$ cat src/rtl/exc_vec_pkg.sv
package exc_vec_pkg;
  localparam int NSRC    = 7;
  localparam int SRC_W   = $clog2(NSRC);
  localparam int MODE_W  = 5;
  localparam int BIT_ALT = 5;   // alternate-encoding state bit
  localparam int BIT_FM  = 6;   // fast interrupt mask
  localparam int BIT_IM  = 7;   // IRQ mask

  localparam logic [MODE_W-1:0] MD_USR  = 5'b10000;
  localparam logic [MODE_W-1:0] MD_FAST = 5'b10001;
  localparam logic [MODE_W-1:0] MD_IRQ  = 5'b10010;
  localparam logic [MODE_W-1:0] MD_SVC  = 5'b10011;
  localparam logic [MODE_W-1:0] MD_ABT  = 5'b10111;
  localparam logic [MODE_W-1:0] MD_UND  = 5'b11011;
  localparam logic [MODE_W-1:0] MD_SYS  = 5'b11111;

  // index equals priority rank, 0 most urgent
  typedef enum logic [SRC_W-1:0] {
    S_RESET = 3'd0, S_DABT = 3'd1, S_FAST = 3'd2, S_IRQ = 3'd3,
    S_PABT = 3'd4, S_SWI = 3'd5, S_UNDEF = 3'd6
  } src_e;

  typedef struct packed {
    logic [7:0]        off;
    logic [MODE_W-1:0] mode;
    logic              set_fm;
  } entry_t;

  function automatic entry_t lookup(src_e s);
    entry_t e;
    case (s)
      S_RESET: e = '{off: 8'h00, mode: MD_SVC,  set_fm: 1'b1};
      S_DABT:  e = '{off: 8'h10, mode: MD_ABT,  set_fm: 1'b0};
      S_FAST:  e = '{off: 8'h1C, mode: MD_FAST, set_fm: 1'b1};
      S_IRQ:   e = '{off: 8'h18, mode: MD_IRQ,  set_fm: 1'b0};
      S_PABT:  e = '{off: 8'h0C, mode: MD_ABT,  set_fm: 1'b0};
      S_SWI:   e = '{off: 8'h08, mode: MD_SVC,  set_fm: 1'b0};
      default: e = '{off: 8'h04, mode: MD_UND,  set_fm: 1'b0};
    endcase
    return e;
  endfunction
endpackage

$ cat src/rtl/exc_prio_select.sv
module exc_prio_select #(
  parameter int N = 7,
  localparam int IW = (N > 1) ? $clog2(N) : 1
) (
  input  logic [N-1:0]  req,
  output logic          hit,
  output logic [IW-1:0] idx
);
  always_comb begin
    hit = |req;
    idx = '0;
    for (int i = N - 1; i >= 0; i--) begin
      if (req[i]) idx = IW'(i);
    end
  end
endmodule

$ cat src/rtl/exc_entry_build.sv
module exc_entry_build
  import exc_vec_pkg::*;
#(
  parameter int          DW       = 32,
  parameter logic [DW-1:0] VEC_BASE = '0
) (
  input  src_e              src,
  input  logic [DW-1:0]     status_in,
  output logic [DW-1:0]     vec,
  output logic [MODE_W-1:0] mode,
  output logic [DW-1:0]     status_out
);
  entry_t e;
  always_comb begin
    e          = lookup(src);
    vec        = VEC_BASE + DW'(e.off);
    mode       = e.mode;
    status_out = status_in;
    status_out[MODE_W-1:0] = e.mode;
    status_out[BIT_ALT]    = 1'b0;
    status_out[BIT_IM]     = 1'b1;
    status_out[BIT_FM]     = status_in[BIT_FM] | e.set_fm;
  end
endmodule

$ cat src/rtl/exc_vector_unit.sv
module exc_vector_unit
  import exc_vec_pkg::*;
#(
  parameter int            DW       = 32,
  parameter logic [DW-1:0] VEC_BASE = '0
) (
  input  logic              clk,
  input  logic              rst,
  input  logic              rq_reset,
  input  logic              rq_undef,
  input  logic              rq_swi,
  input  logic              rq_pabort,
  input  logic              rq_dabort,
  input  logic              rq_irq,
  input  logic              rq_fast,
  input  logic              restore_req,
  input  logic [DW-1:0]     cur_pc,
  input  logic [DW-1:0]     cur_status,
  input  logic [DW-1:0]     saved_status,
  output logic [DW-1:0]     vec_addr,
  output logic              lr_wr,
  output logic [DW-1:0]     lr_value,
  output logic              sav_wr,
  output logic [DW-1:0]     sav_value,
  output logic [MODE_W-1:0] bank_mode,
  output logic              status_wr,
  output logic [DW-1:0]     status_next
);
  logic [NSRC-1:0]   qual;
  logic              hit;
  logic [SRC_W-1:0]  win;
  logic [DW-1:0]     vec_c;
  logic [MODE_W-1:0] mode_c;
  logic [DW-1:0]     stat_c;
  logic              priv;
  logic              do_restore;

  // request vector in rank order, masks applied before arbitration
  always_comb begin
    qual          = '0;
    qual[S_RESET] = rq_reset;
    qual[S_DABT]  = rq_dabort;
    qual[S_FAST]  = rq_fast & ~cur_status[BIT_FM];
    qual[S_IRQ]   = rq_irq  & ~cur_status[BIT_IM];
    qual[S_PABT]  = rq_pabort;
    qual[S_SWI]   = rq_swi;
    qual[S_UNDEF] = rq_undef;
  end

  exc_prio_select #(.N(NSRC)) u_sel (
    .req (qual),
    .hit (hit),
    .idx (win)
  );

  exc_entry_build #(.DW(DW), .VEC_BASE(VEC_BASE)) u_build (
    .src        (src_e'(win)),
    .status_in  (cur_status),
    .vec        (vec_c),
    .mode       (mode_c),
    .status_out (stat_c)
  );

  assign priv = (cur_status[MODE_W-1:0] != MD_USR) &&
                (cur_status[MODE_W-1:0] != MD_SYS);
  assign do_restore = restore_req && priv && !hit;

  always_ff @(posedge clk) begin
    if (rst) begin
      vec_addr    <= '0;
      lr_wr       <= 1'b0;
      lr_value    <= '0;
      sav_wr      <= 1'b0;
      sav_value   <= '0;
      bank_mode   <= '0;
      status_wr   <= 1'b0;
      status_next <= '0;
    end else begin
      lr_wr     <= hit;
      sav_wr    <= hit;
      status_wr <= hit || do_restore;
      if (hit) begin
        vec_addr    <= vec_c;
        lr_value    <= cur_pc;
        sav_value   <= cur_status;
        bank_mode   <= mode_c;
        status_next <= stat_c;
      end else if (do_restore) begin
        status_next <= saved_status;
        bank_mode   <= cur_status[MODE_W-1:0];
      end
    end
  end
endmodule

$ cat config.mk
export PLATFORM = sky130hd
export DESIGN_NAME = exc_vector_unit
export DESIGN_NICKNAME = d
export VERILOG_FILES = /design/src/rtl/exc_vec_pkg.sv /design/src/rtl/exc_prio_select.sv /design/src/rtl/exc_entry_build.sv /design/src/rtl/exc_vector_unit.sv
export SDC_FILE = /design/constraint.sdc
export NUM_CORES = 1
export LEC_CHECK = 0
export ABC_CLOCK_PERIOD_IN_PS = 1800
export BUFFER_PORTS_ARGS = -buffer_cell sky130_fd_sc_hd__buf_2
export CAP_MARGIN = 25
export CORE_ASPECT_RATIO = 1.5
export CORE_MARGIN = 3
export CORE_UTILIZATION = 45
export CTS_CLUSTER_DIAMETER = 100
export DETAILED_ROUTE_END_ITERATION = 12
export PLACE_DENSITY = 0.81
export SYNTH_ARGS = -nofsm -noshare
export SYNTH_HDL_FRONTEND = slang
export SYNTH_SLANG_ARGS = --single-unit
$ cat constraint.sdc
create_clock -name clk -period 1.8 [get_ports clk]
set_clock_uncertainty 0.1 [all_clocks]
set_input_delay 0.36 -clock clk [delete_from_list [all_inputs] [get_ports clk]]
set_output_delay 0.36 -clock clk [all_outputs]
set_load 0.05 [all_outputs]
# Yosys cells after proc, flatten, opt, wreduce, memory -nomap -nowiden
# Cells that the tools add are included.
[word_totals]
reg_bits = 111
out_inout_bits = 136
[classes]
n_eq_ne = 7
n_reduce_logical = 9
muxes = 12
bitwise = 5
[ops]
columns = ["operator", "count"]
rows = [
  ["$pmux 11 s6", 1],
  ["$mux 32", 2],
  ["$mux 3", 7],
  ["$mux 5", 2],
  ["$ne 5x5->1 const B", 2],
  ["$reduce_or 8->1", 1],
  ["$reduce_or 7->1", 1],
  ["$eq 3x2->1 const B", 2],
  ["$eq 3x3->1 const B", 2],
  ["$eq 3x1->1 const B", 1],
  ["$logic_and 1x1->1", 3],
  ["$logic_not 3->1", 1],
  ["$and 1x1->1", 2],
  ["$not 1->1", 2],
  ["$reduce_bool 2->1", 1],
  ["$logic_not 1->1", 1],
  ["$logic_or 1x1->1", 1],
  ["$or 1x1->1", 1],
]

# Depth between registers and ports, before layout
[logic_depth]
word_depth = 11
mapped_depth = 8

# By module
# From an unflattened synthesis, not the netlist that was laid out.
[unflattened]
cells_unflattened = 636
area_unflattened_um2 = 6107.1
[modules_own_cells]
columns = ["module", "cells_per_inst", "area_per_inst_um2", "n_inst", "seq_area_each_um2"]
rows = [
  ["exc_vector_unit", 542, 5425.2, 1, 2702.6],
  ["exc_entry_build", 83, 609.3, 1, 0.0],
  ["exc_prio_select", 11, 72.6, 1, 0.0],
]

# Worst setup path before layout
# Ideal clock, no wire load.
[synth_timing]
kind = "input port to flip-flop"
start = "input port cur_status[0]"
end = "register status_next[12]"
stages = 7
path_buffers = 2
t_arrival_ps = 1360
path_slack_ps = 196
cell_sequence = "nor4_2 o21ai_2 and2_1 buf_6 buf_6 nor3_2 nor4_2"
[synth_via]
elab_chain_cells = 5
word_cells_on_any_way = 6
classes_between = "eq/ne: 2; reduce/logical: 4"
[synth_rtl]
columns = ["item", "line", "source"]
rows = [
  ["start, declared", "exc_vector_unit.sv:18", "input logic [DW-1:0] cur_status,"],
  ["$ne 5x5->1, on equally long branches", "exc_vector_unit.sv:64, exc_vector_unit.sv:65", ""],
  ["$logic_and 1x1->1 (*)", "exc_vector_unit.sv:64", "assign priv = (cur_status[MODE_W-1:0] != MD_USR) &&"],
  ["$logic_and 1x1->1 (*) (2 in a row)", "exc_vector_unit.sv:66", "assign do_restore = restore_req && priv && !hit;"],
  ["$reduce_bool 2->1 (no source line) (*)", "--", ""],
  ["end signal, assigned", "exc_vector_unit.sv:87", "status_next <= stat_c;"],
  ["end signal, assigned", "exc_vector_unit.sv:89", "status_next <= saved_status;"],
  ["end, declared", "exc_vector_unit.sv:27", "output logic [DW-1:0] status_next"],
]
# Every way passes the cells marked *; elsewhere a longest branch is shown, timed or not.
# A chain may end at the register's enable or synchronous reset.

# Worst setup path in the final report
[layout_timing]
start = "register bank_mode[0]"
end = "output port bank_mode[0]"
[layout_lines]
columns = ["item", "line", "source"]
rows = [
  ["start, declared", "exc_vector_unit.sv:25", "output logic [MODE_W-1:0] bank_mode,"],
  ["start signal, assigned", "exc_vector_unit.sv:86", "bank_mode <= mode_c;"],
  ["start signal, assigned", "exc_vector_unit.sv:90", "bank_mode <= cur_status[MODE_W-1:0];"],
]
# No word-level cell between the ends.

==> key figures <==
Yosys
  • Sequential area share after synthesis: 45.5%
  • Mapped Area: 4670 um2
  • Number of enable flip-flop cells after synthesis: 0
  • Netlist cell types: 40
  • Warnings, synthesis: 0
  • Mapped Cells: 542
  • Async SR Flop Fraction: 0%
  • Prevailing post-synth register cell: dfxtp_1
  • Post-synthesis average cell area: 8.61 um2
  • Synth Register Bits: 106

Floorplan
  • Core area: 9910 um2
  • Die area: 11700 um2
  • Die height: 131 um
  • Chip width: roughly 89 um
  • Site row count: between 40 and 50
  • Starting density of the core: between 40 and 50%
  • Number of I/O pins: approximately 240

Cells and area
  • Layout overhead on the synthesized area: 30.9%
  • Fin nets: 850
  • Final Cell Area: just over 6000 um2
  • Final Non-Filler Cells: 865
  • Fraction of layout cells with a size suffix above 1: a little over two fifths

Run status
  • Status: completed

Critical path
  • Worst path arrival time: 1000 ps
  • Worst-path cell chain: buf_2
  • Reg-to-reg startpoint: vec_addr[4]$_SDFFE_PP0N_
  • Req. time, crit path: about 1300 ps
  • Critical Path Source: bank_mode[0]$_SDFFE_PP0P_
  • R2R depth: 2
  • CP Class: flop to output pin
  • CP bufs+invs: 1
  • Slowest stage delay, CP: 390 ps
  • Slowest cell on the critical path: dfxtp_1
  • Stages on the worst setup path: 1
  • Largest delay share family, worst path: flip-flops
  • Peak fanout along the critical path: 2
  • Worst setup EP type: output pin
  • Startpoint types: flop

GRT
  • Initial antenna violation count: 0
  • Pin count of the biggest net entering global routing: 47
  • Global-route wire length before repair: 20500 um
  • Total grt overflow: 0
  • Vias in the first global route: 4310
  • GRT Overall Usage: 22.4%

Place
  • Post-DP HPWL: about 10000 um
  • GP Congestion: 0.764
  • Placed insts: 848
  • Post-place setup slack: -12.2 ps
  • Buffers on Ports: 212
  • Placed instance area: 5810 um2

Clock network
  • Total CTS buffers: 9
  • Clock tree from TritonCTS: yes
  • CTS resizes: 0
  • Setup bufs post-CTS: 0
  • CTS Hold Buffers Added: 0
  • Total clock sinks: 106
  • CTS clk-pin slew, worst paths: 70 ps
  • Worst-skew pair later-pin latency: 330 ps
  • Root Driver: clkbuf_16
  • Clock buffer depth: 2
  • CTS H-Tree Depth: 3

Power
  • Power Density: roughly 950 nW/um2
  • Max VDD drop: around 0.00063 V
  • Static leakage: 2.87 nW
  • Total power: 5.78 mW

Drt
  • Routed Wire Length: 13200 um
  • 1st-pass router iterations: 4
  • Post-route ant nets: 0
  • Via/cell ratio: 5.16
  • Iter 0 DRT Violations: 123
  • Via Count: 4465
  • # DRC: 0
  • Drt wl/cell: 15.2 um

Timing
  • Final Worst Setup Slack: 337 ps
  • Crit share post-route: 81.3%
  • Pins Over Slew Limit: 0
  • Final Hold Viols: 0
  • Final Critical Period: 1460 ps
  • Number of setup violations in the final report: 0
  • Hold_ws: 163 ps
  • RSZ-0062 raised after global routing: false
  • Highest Clock Rate: ~680 MHz

Hold path
  • Hold Crit Class: input port to flop
  • Worst Min Path Start: cur_pc[9]
  • Hold Path Depth: 3

Run
  • Max-cap viol count: 0
-- area by class of cell --
type | instances | area (um2)
well taps | 115 | 144
clock inverters | 5 | 60.1
clock buffers | 11 | 243
repair buffers | 234 | 1350
fillers | 861 | 3800
flip-flops and latches | 106 | 2120
diodes | 1 | 2.50
inverters | 1 | 3.75
multi-input cells | 392 | 2180
-- cells by family (layout without fill, tap and decap cells) --
group / Yosys count / in the layout / share of synthesized area (%)
simple gates: 267 / 267 / 31.8
flops: 106 / 106 / 45.5
compound gates: 91 / 91 / 11.4
buf+inv: 72 / 251 / 10.2
mux: 5 / 5 / 1.07
other cells: 1 / 30 / 0.0804
-- per-stage QoR --
stage | util [%] | TNS, ps
floorplan | - | 0
global placement | 58.6 | 0
detailed placement | 58.6 | -12.2
CTS | 61.6 | 0
global route | 61.6 | 0
finish | 61.7 | 0
-- worst paths after layout --
check,end,slack [ps]
worst max-delay path,bank_mode[0],340
worst min-delay path,lr_value[9]$_SDFFE_PP0N_,160
worst max register to register,vec_addr[4]$_SDFFE_PP0N_,820
worst min register to register,sav_value[25]$_SDFFE_PP0N_,350
-- cells in the mapped netlist, types with 3 or more instances --
library cell | instances | area share (%)
nand2_1 | 139 | 11
dfxtp_1 | 106 | 45
a21oi_1 | 60 | 6.4
buf_4 | 33 | 5.3
nor3_1 | 29 | 3.1
nor2_1 | 28 | 2.3
nor3_2 | 25 | 5.4
nor4_2 | 25 | 6.7
buf_2 | 18 | 1.9
a21oi_2 | 10 | 1.9
clkbuf_1 | 10 | 0.80
buf_6 | 8 | 1.9
mux2i_1 | 5 | 1.1
a31oi_1 | 4 | 0.54
nand2b_1 | 4 | 0.54
o21ai_1 | 4 | 0.43
and2_1 | 3 | 0.40
nand3_1 | 3 | 0.32
o21bai_1 | 3 | 0.48
-- layer usage --
| metal | share of wire, % | vias to the layer above | GRT usage [%] |
|---|---|---|---|
| met4 | 4.0 | 0 | 11.8 |
| met1 | 37 | 2064 | 24.4 |
| li1 | - | 2181 | - |
| met2 | 52 | 183 | 40.0 |
| met5 | 0 | - | 0 |
| met3 | 6.1 | 37 | 4.39 |
-- registers in the layout, summed over array words and instances (netlist names) --
register,count
lr_value,32
sav_value,32
status_next,32
bank_mode,5
vec_addr,3
sav_wr,1
status_wr,1
-- where the power goes --
group / internal [mW] / total, mW / leakage, nW / switching (mW)
sequential: 2.48 / 2.55 / 0.883 / 0.0721
clock: 1.13 / 1.98 / 0.147 / 0.853
combinational: 0.326 / 1.25 / 1.84 / 0.924
total: 3.93 / 5.78 / 2.87 / 1.85
-- placed cells by master (no fill, tap or decap), types with 13 or more instances in the layout --
cell type and instances:
buf_2 211, nand2_1 139, dfxtp_1 106, a21oi_1 60, nor3_1 29, conb_1 29
nor2_1 28, nor3_2 25, nor4_2 25, buf_4 13
No activity file was read; power rests on OpenSTA's default activity.
